File: src/rtl/pchk_pkg.sv
package pchk_pkg;
  parameter int CAUSE_W = 4;

  typedef enum logic [1:0] {
    ACC_LOAD  = 2'd0,
    ACC_STORE = 2'd1,
    ACC_FETCH = 2'd2,
    ACC_RSVD  = 2'd3
  } accKind_e;

  typedef enum logic [1:0] {
    PRV_USER  = 2'd0,
    PRV_SUPER = 2'd1,
    PRV_RSVD  = 2'd2,
    PRV_MACH  = 2'd3
  } privLvl_e;

  typedef struct packed {
    logic               bypass;
    logic               fault;
    logic [CAUSE_W-1:0] cause;
    logic               rewalk;
  } verdict_t;

  typedef struct packed {
    logic load;
    logic drop;
  } strobes_t;
endpackage

File: src/rtl/perm_ctrl.sv
module perm_ctrl
  import pchk_pkg::*;
(
  input  logic     clk,
  input  logic     rst_n,
  input  logic     reqValid,
  input  logic     respReady,
  output logic     reqReady,
  output logic     respValid,
  output strobes_t strb
);
  logic heldQ;

  // a new request may enter when nothing is held or the held verdict leaves now
  assign reqReady  = !heldQ || respReady;
  assign strb.load = reqValid && reqReady;
  assign strb.drop = heldQ && respReady && !strb.load;
  assign respValid = heldQ;

  always_ff @(posedge clk or negedge rst_n) begin
    if (!rst_n)         heldQ <= 1'b0;
    else if (strb.load) heldQ <= 1'b1;
    else if (strb.drop) heldQ <= 1'b0;
  end
endmodule

File: src/rtl/perm_dp.sv
module perm_dp
  import pchk_pkg::*;
#(
  parameter logic [CAUSE_W-1:0] CAUSE_FETCH = 4'd12,
  parameter logic [CAUSE_W-1:0] CAUSE_LOAD  = 4'd13,
  parameter logic [CAUSE_W-1:0] CAUSE_STORE = 4'd15
) (
  input  logic       clk,
  input  logic       rst_n,
  input  strobes_t   strb,
  input  logic [1:0] accType,
  input  logic [1:0] curPriv,
  input  logic       statSum,
  input  logic       statMprv,
  input  logic [1:0] statMpp,
  input  logic       sExtOn,
  input  logic       pagedMode,
  input  logic       pteR,
  input  logic       pteW,
  input  logic       pteX,
  input  logic       pteU,
  input  logic       pteFresh,
  output verdict_t   verdictQ
);
  accKind_e kind;
  privLvl_e effPriv;
  logic     isFetch, isStore, permMiss, privMiss, needWalk, skipXlate;
  verdict_t nextV;

  always_comb begin
    kind    = accKind_e'(accType);
    isFetch = (kind == ACC_FETCH);
    isStore = (kind == ACC_STORE);
    // saved privilege applies to data accesses only
    effPriv = (statMprv && !isFetch) ? privLvl_e'(statMpp) : privLvl_e'(curPriv);
    skipXlate = !sExtOn || (effPriv == PRV_MACH) || !pagedMode;

    unique case (kind)
      ACC_FETCH: permMiss = !pteX;
      ACC_STORE: permMiss = !pteW;
      default:   permMiss = !pteR;
    endcase

    if (effPriv == PRV_USER) privMiss = !pteU;
    else                     privMiss = pteU && !statSum;

    needWalk = isStore && !pteW && !pteFresh;

    nextV = '0;
    if (skipXlate) begin
      nextV.bypass = 1'b1;
    end else if (needWalk) begin
      nextV.rewalk = 1'b1;
    end else if (permMiss || privMiss) begin
      nextV.fault = 1'b1;
      nextV.cause = isFetch ? CAUSE_FETCH : (isStore ? CAUSE_STORE : CAUSE_LOAD);
    end
  end

  always_ff @(posedge clk or negedge rst_n) begin
    if (!rst_n)         verdictQ <= '0;
    else if (strb.load) verdictQ <= nextV;
  end
endmodule

File: src/rtl/page_perm_check.sv
module page_perm_check
  import pchk_pkg::*;
#(
  parameter logic [CAUSE_W-1:0] CAUSE_FETCH = 4'd12,
  parameter logic [CAUSE_W-1:0] CAUSE_LOAD  = 4'd13,
  parameter logic [CAUSE_W-1:0] CAUSE_STORE = 4'd15
) (
  input  logic               clk,
  input  logic               rst_n,
  input  logic               reqValid,
  output logic               reqReady,
  input  logic [1:0]         accType,
  input  logic [1:0]         curPriv,
  input  logic               statSum,
  input  logic               statMprv,
  input  logic [1:0]         statMpp,
  input  logic               sExtOn,
  input  logic               pagedMode,
  input  logic               pteR,
  input  logic               pteW,
  input  logic               pteX,
  input  logic               pteU,
  input  logic               pteFresh,
  output logic               respValid,
  input  logic               respReady,
  output logic               bypass,
  output logic               fault,
  output logic [CAUSE_W-1:0] faultCause,
  output logic               rewalk
);
  strobes_t strb;
  verdict_t verdictQ;

  perm_ctrl u_ctrl (
    .clk(clk), .rst_n(rst_n), .reqValid(reqValid), .respReady(respReady),
    .reqReady(reqReady), .respValid(respValid), .strb(strb)
  );

  perm_dp #(
    .CAUSE_FETCH(CAUSE_FETCH), .CAUSE_LOAD(CAUSE_LOAD), .CAUSE_STORE(CAUSE_STORE)
  ) u_dp (
    .clk(clk), .rst_n(rst_n), .strb(strb), .accType(accType), .curPriv(curPriv),
    .statSum(statSum), .statMprv(statMprv), .statMpp(statMpp), .sExtOn(sExtOn),
    .pagedMode(pagedMode), .pteR(pteR), .pteW(pteW), .pteX(pteX), .pteU(pteU),
    .pteFresh(pteFresh), .verdictQ(verdictQ)
  );

  assign bypass     = verdictQ.bypass;
  assign fault      = verdictQ.fault;
  assign faultCause = verdictQ.cause;
  assign rewalk     = verdictQ.rewalk;
endmodule

File: config.mk
export PLATFORM = sky130hd
export DESIGN_NAME = page_perm_check
export DESIGN_NICKNAME = d
export VERILOG_FILES = /design/src/rtl/pchk_pkg.sv /design/src/rtl/perm_ctrl.sv /design/src/rtl/perm_dp.sv /design/src/rtl/page_perm_check.sv
export SDC_FILE = /design/constraint.sdc
export NUM_CORES = 1
export LEC_CHECK = 0
export BUFFER_PORTS_ARGS = -buffer_cell sky130_fd_sc_hd__buf_4
export CAP_MARGIN = 20
export CORE_AREA = 4 4 41 43
export CTS_CLUSTER_SIZE = 8
export DETAILED_ROUTE_END_ITERATION = 16
export DIE_AREA = 0 0 45 47
export HOLD_SLACK_MARGIN = 0.05
export PLACE_DENSITY = 0.66
export SLEW_MARGIN = 20
export SYNTH_ARGS = -nofsm -noshare
export SYNTH_HDL_FRONTEND = slang
export SYNTH_HIERARCHICAL = 1
export SYNTH_SLANG_ARGS = --single-unit
File: constraint.sdc
create_clock -name clk -period 1.9 [get_ports clk]
set_clock_uncertainty 0.2 [all_clocks]
set_input_delay 0.285 -clock clk [delete_from_list [all_inputs] [get_ports clk]]
set_output_delay 0.285 -clock clk [all_outputs]
set_load 0.02 [all_outputs]
Yosys cells after proc, flatten, opt, wreduce, memory -nomap -nowiden

Index checks and enable logic that the tools add are counted.

Equality and inequality tests: 3
Mux-type cells: 12
Reduce and logical (&&, ||, !) cells: 24

Operator list:

| cell               | count |
|---|---|
| $logic_not 1->1    | 11 |
| $mux 5             | 2 |
| $logic_and 1x1->1  | 7 |
| $mux 6             | 1 |
| $mux 1             | 5 |
| $eq 2x2->1 const B | 2 |
| $logic_or 1x1->1   | 4 |
| $mux 2             | 2 |
| $mux 4             | 1 |
| $eq 2x1->1 const B | 1 |
| $logic_not 2->1    | 1 |
| $pmux 1 s2         | 1 |
| $reduce_bool 2->1  | 1 |

Bits in registers: 8
Output and inout bits: 9
Word-level logic and storage cells: 44

Longest topological paths before layout

Depth after elaboration: 10
Mapped depth: 6

By module

The synthesis kept the hierarchy.

Modules (own cells, without submodules):

| module    | times used | cells each | area each (um^2) | sequential area each (um^2) |
|---|---|---|---|---|
| perm_dp   | 1          | 40         | 359.1            | 125.1 |
| perm_ctrl | 1          | 6          | 61.3             | 25.0 |

Least setup slack after synthesis

OpenSTA, ideal clock, no wires.

Path kind: register to register
From: register u_ctrl.heldQ, in the netlist u_ctrl/respValid
To: register u_dp/verdictQ[1] (netlist name)
Setup time: 101 ps
Arrival time: 1,439 ps
Required time: 1,599 ps
Slack: 160 ps
Cell stages (with the launch flop): 7
Buffers on the path: 0
Period minus slack after synthesis: 1,740 ps
Cells stage by stage: dfrtp_1 -> nand2b_4 -> and2_4 -> nand3_1 -> a311oi_2 -> nand2_1 -> o32ai_1

RTL lines:

| element                  | RTL line        | source |
|---|---|---|
| start: declaration       | perm_ctrl.sv:12 | `logic heldQ;` |
| start signal: assignment | perm_ctrl.sv:21 | `if (!rst_n) heldQ <= 1'b0;` |
| start signal: assignment | perm_ctrl.sv:22 | `else if (strb.load) heldQ <= 1'b1;` |
| start signal: assignment | perm_ctrl.sv:23 | `else if (strb.drop) heldQ <= 1'b0;` |

Worst setup path in the final report

From: input port accType[0]
To: register u_dp/verdictQ[3] (netlist name)

Longest elaborated chain between the ends: 10

Ends and longest elaborated chain:

| element            | RTL line                     | source |
|---|---|---|
| start: declaration | page_perm_check.sv:12        | `input logic [1:0] accType,` |
| $eq 2x2->1         | perm_dp.sv:32, perm_dp.sv:38 |  |
| $logic_not 1->1    | perm_dp.sv:35                | `effPriv = (statMprv && !isFetch) ? privLvl_e'(statMpp) : privLvl_e'(curPriv);` |
| $logic_and 1x1->1  | perm_dp.sv:35                |  |
| $mux 2             | perm_dp.sv:35                |  |
| $logic_not 2->1    | perm_dp.sv:44                | `if (effPriv == PRV_USER) privMiss = !pteU;` |
| $mux 1             | perm_dp.sv:44                |  |
| $logic_or 1x1->1   | perm_dp.sv:54                | `end else if (permMiss \|\| privMiss) begin` |
| $mux 5             | perm_dp.sv:54                |  |
| $mux 5             | perm_dp.sv:52                | `end else if (needWalk) begin` |
| $mux 6 *           | perm_dp.sv:50                | `if (skipXlate) begin` |

Mark *: on every way between the ends. The rest lies on a longest branch, timed or not.
A chain may end at the register's enable or synchronous reset.

==> results.toml <==
[floorplanning]
die_area_sq_mm = 0.002115
die_y_um = 47
ioPinCount = 28
initial_core_util = 0.3173
core_area_sq_mm = 0.001301
die_w_um = 45
row_count = 13

[critical_path]
worst-path-max-fanout = 5
required_ns = 1.80
crit_path_cell_trace = "buf_4 > inv_1 > ha_1 > nor4b_1 > a2111oi_1 > a221oi_2 > o22ai_1"
critical_path_class = "in -> reg"
crit_slowest_cell = "nor4b_1"
end_kind = "flop"
cpPeakStageDelay_ns = 0.43
startpoint_type = "input pin"
critical_path.top_delay_family = "compound AO/OA/AOI/OAI gates"
arrival_ns = 1.65
critPathBufInv = 2

[power_and_ir_drop]
pwr-share-seq = 0.360
p_sw_frac = 0.2891
power.share.combinational = 0.338
power_mw = 0.3956
p_int_mw = 0.2812
max-vdd-ir-drop_mv = 0.2928
power.density_mw_per_mm2 = 563.6
p_sw_mw = 0.1144
clockPowerShare = 0.302
p_leak_nw = 0.3743

[clock_network]
ctsLongestPathBuffers = 2
cts.clk_slew.worst_paths_ns = 0.05
cts_root_buf = "clkbuf_4"
cts_tree = "built"
h-tree-depth = 1
clock_latency_ns = 0.25
clkSinkCount = 6
numCtsBuffers = 3

[routing]
num_vias = 433
drtPass1Iterations = 3
antenna_left = 0
routed_wl_mm = 1.106
via_per_inst = 4.656
first_iter_violations = 4
drc = 0
wl_per_cell_um = 11.89

[timing]
setup_viol = 0
fmax_ghz = 0.5738
relSlewSlack = 0.7269
fin_crit_sh = 0.9173
worstMarginPinSlew_ns = 0.4040
maxSlewViolCount = 0
hold_viol_final = 0
rsz0062_at_grt = "no"
fin_crit_ns = 1.743
hold_slack_ns = 0.1150

[global_route]
grt_pass1_wl_mm = 1.807
grt_util_all_layers = 0.1256
antenna_found_initial = 0
grt_max_degree = 7
gr-total-overflow = 0
grt_pass1_vias = 407

[placed_design]
hpwl_um = 885
gp_congestion = 0.6841
placed_area_sq_um = 626.9
io_buffers = 27

[synthesis]
netlist_instances = 44
yosys_warnings = 6
syn_avg_cell_area_sq_um = 9.384
netlist_area_sq_um = 412.9
syn_nets = 65

[finish]
final_common_cell = "buf_4"
num-nets-final = 101
n_antenna_cell = 0
layout-drive-gt1-share = 0.5256
fin_area_sq_um = 701.9
mostFrequentLayoutCells = "buf_4 (31), inv_1 (11), dfrtp_1 (6)"
syn_to_final_growth_pct = 70.00
post-route-util = 0.5394

[hold_path]
hold_class = "in -> reg"

[outcome]
status = "finished clean"

[job]
cap_violations = 0
-- flip-flops by register name, indices dropped and copies added, names as in the netlist --
signal            cells
u_dp/verdictQ         5
u_ctrl/respValid      1
-- final timing paths --
check                            startpoint                to  slack (ns)  depth (start not counted)
min in group asynchronous             rst_n  u_dp/verdictQ[0]        0.21                          2
setup reg to reg           u_ctrl/respValid  u_dp/verdictQ[1]        0.21                          6
hold / removal                    respReady  u_ctrl/respValid        0.11                          3
max in group asynchronous             rst_n  u_dp/verdictQ[3]        1.17                          2
hold reg to reg            u_dp/verdictQ[6]  u_dp/verdictQ[6]        0.30                          2
setup / recovery                 accType[0]  u_dp/verdictQ[3]        0.16                          7
-- cell type report --
class | instances | area [sq um]
fill | 138 | 599.3
tap | 15 | 18.77
inverter | 11 | 41.29
clock buffer | 3 | 22.52
sequential | 6 | 150.1
multi-input combinational | 25 | 214.0
timing repair buffer | 33 | 255.2
-- tightest hold or removal path, cell delays in order --
cell      delay [ns]
buf_4           0.07
nand2b_4        0.11
nand2b_1        0.05
-- power by group through the flow --
stage | registers (mW) | logic (mW) | clock network, mW
finish | 0.142 | 0.134 | 0.120
detailed placement | 0.145 | 0.122 | 0
CTS | 0.143 | 0.126 | 0.124
global placement | 0.144 | 0.121 | 0
global route | 0.144 | 0.146 | 0.129
floorplan | 0.155 | 0.0541 | 0
-- metrics by stage --
step | worst slack [ns] | cells | setup TNS (ns)
6_report | 0.1571 | 93 | 0
5_1_grt | 0.003091 | 93 | 0
4_1_cts | 0.08139 | 90 | 0
3_5_place_dp | -0.04736 | 85 | -0.09504
3_3_place_gp | 0.02332 | 85 | 0
2_1_floorplan | 0.1728 | 44 | 0
-- repair_timing --
item | CTS | global route
gates resized for setup | 0 | 2
hold buffers | 2 | 0
hold endpoints to repair | 7 | 0
buffers inserted | 0 | 3
endpoints found under the setup margin | 0 | 2
-- layer usage --
layer	global-route usage	vias to the layer above	wire length [um]
li1	-	218	-
met1	0.1389	188	425
met2	0.1949	23	526
met3	0.03065	4	110
met4	0.1228	0	44
met5	0	-	0
(Power assumes the default switching activity.)
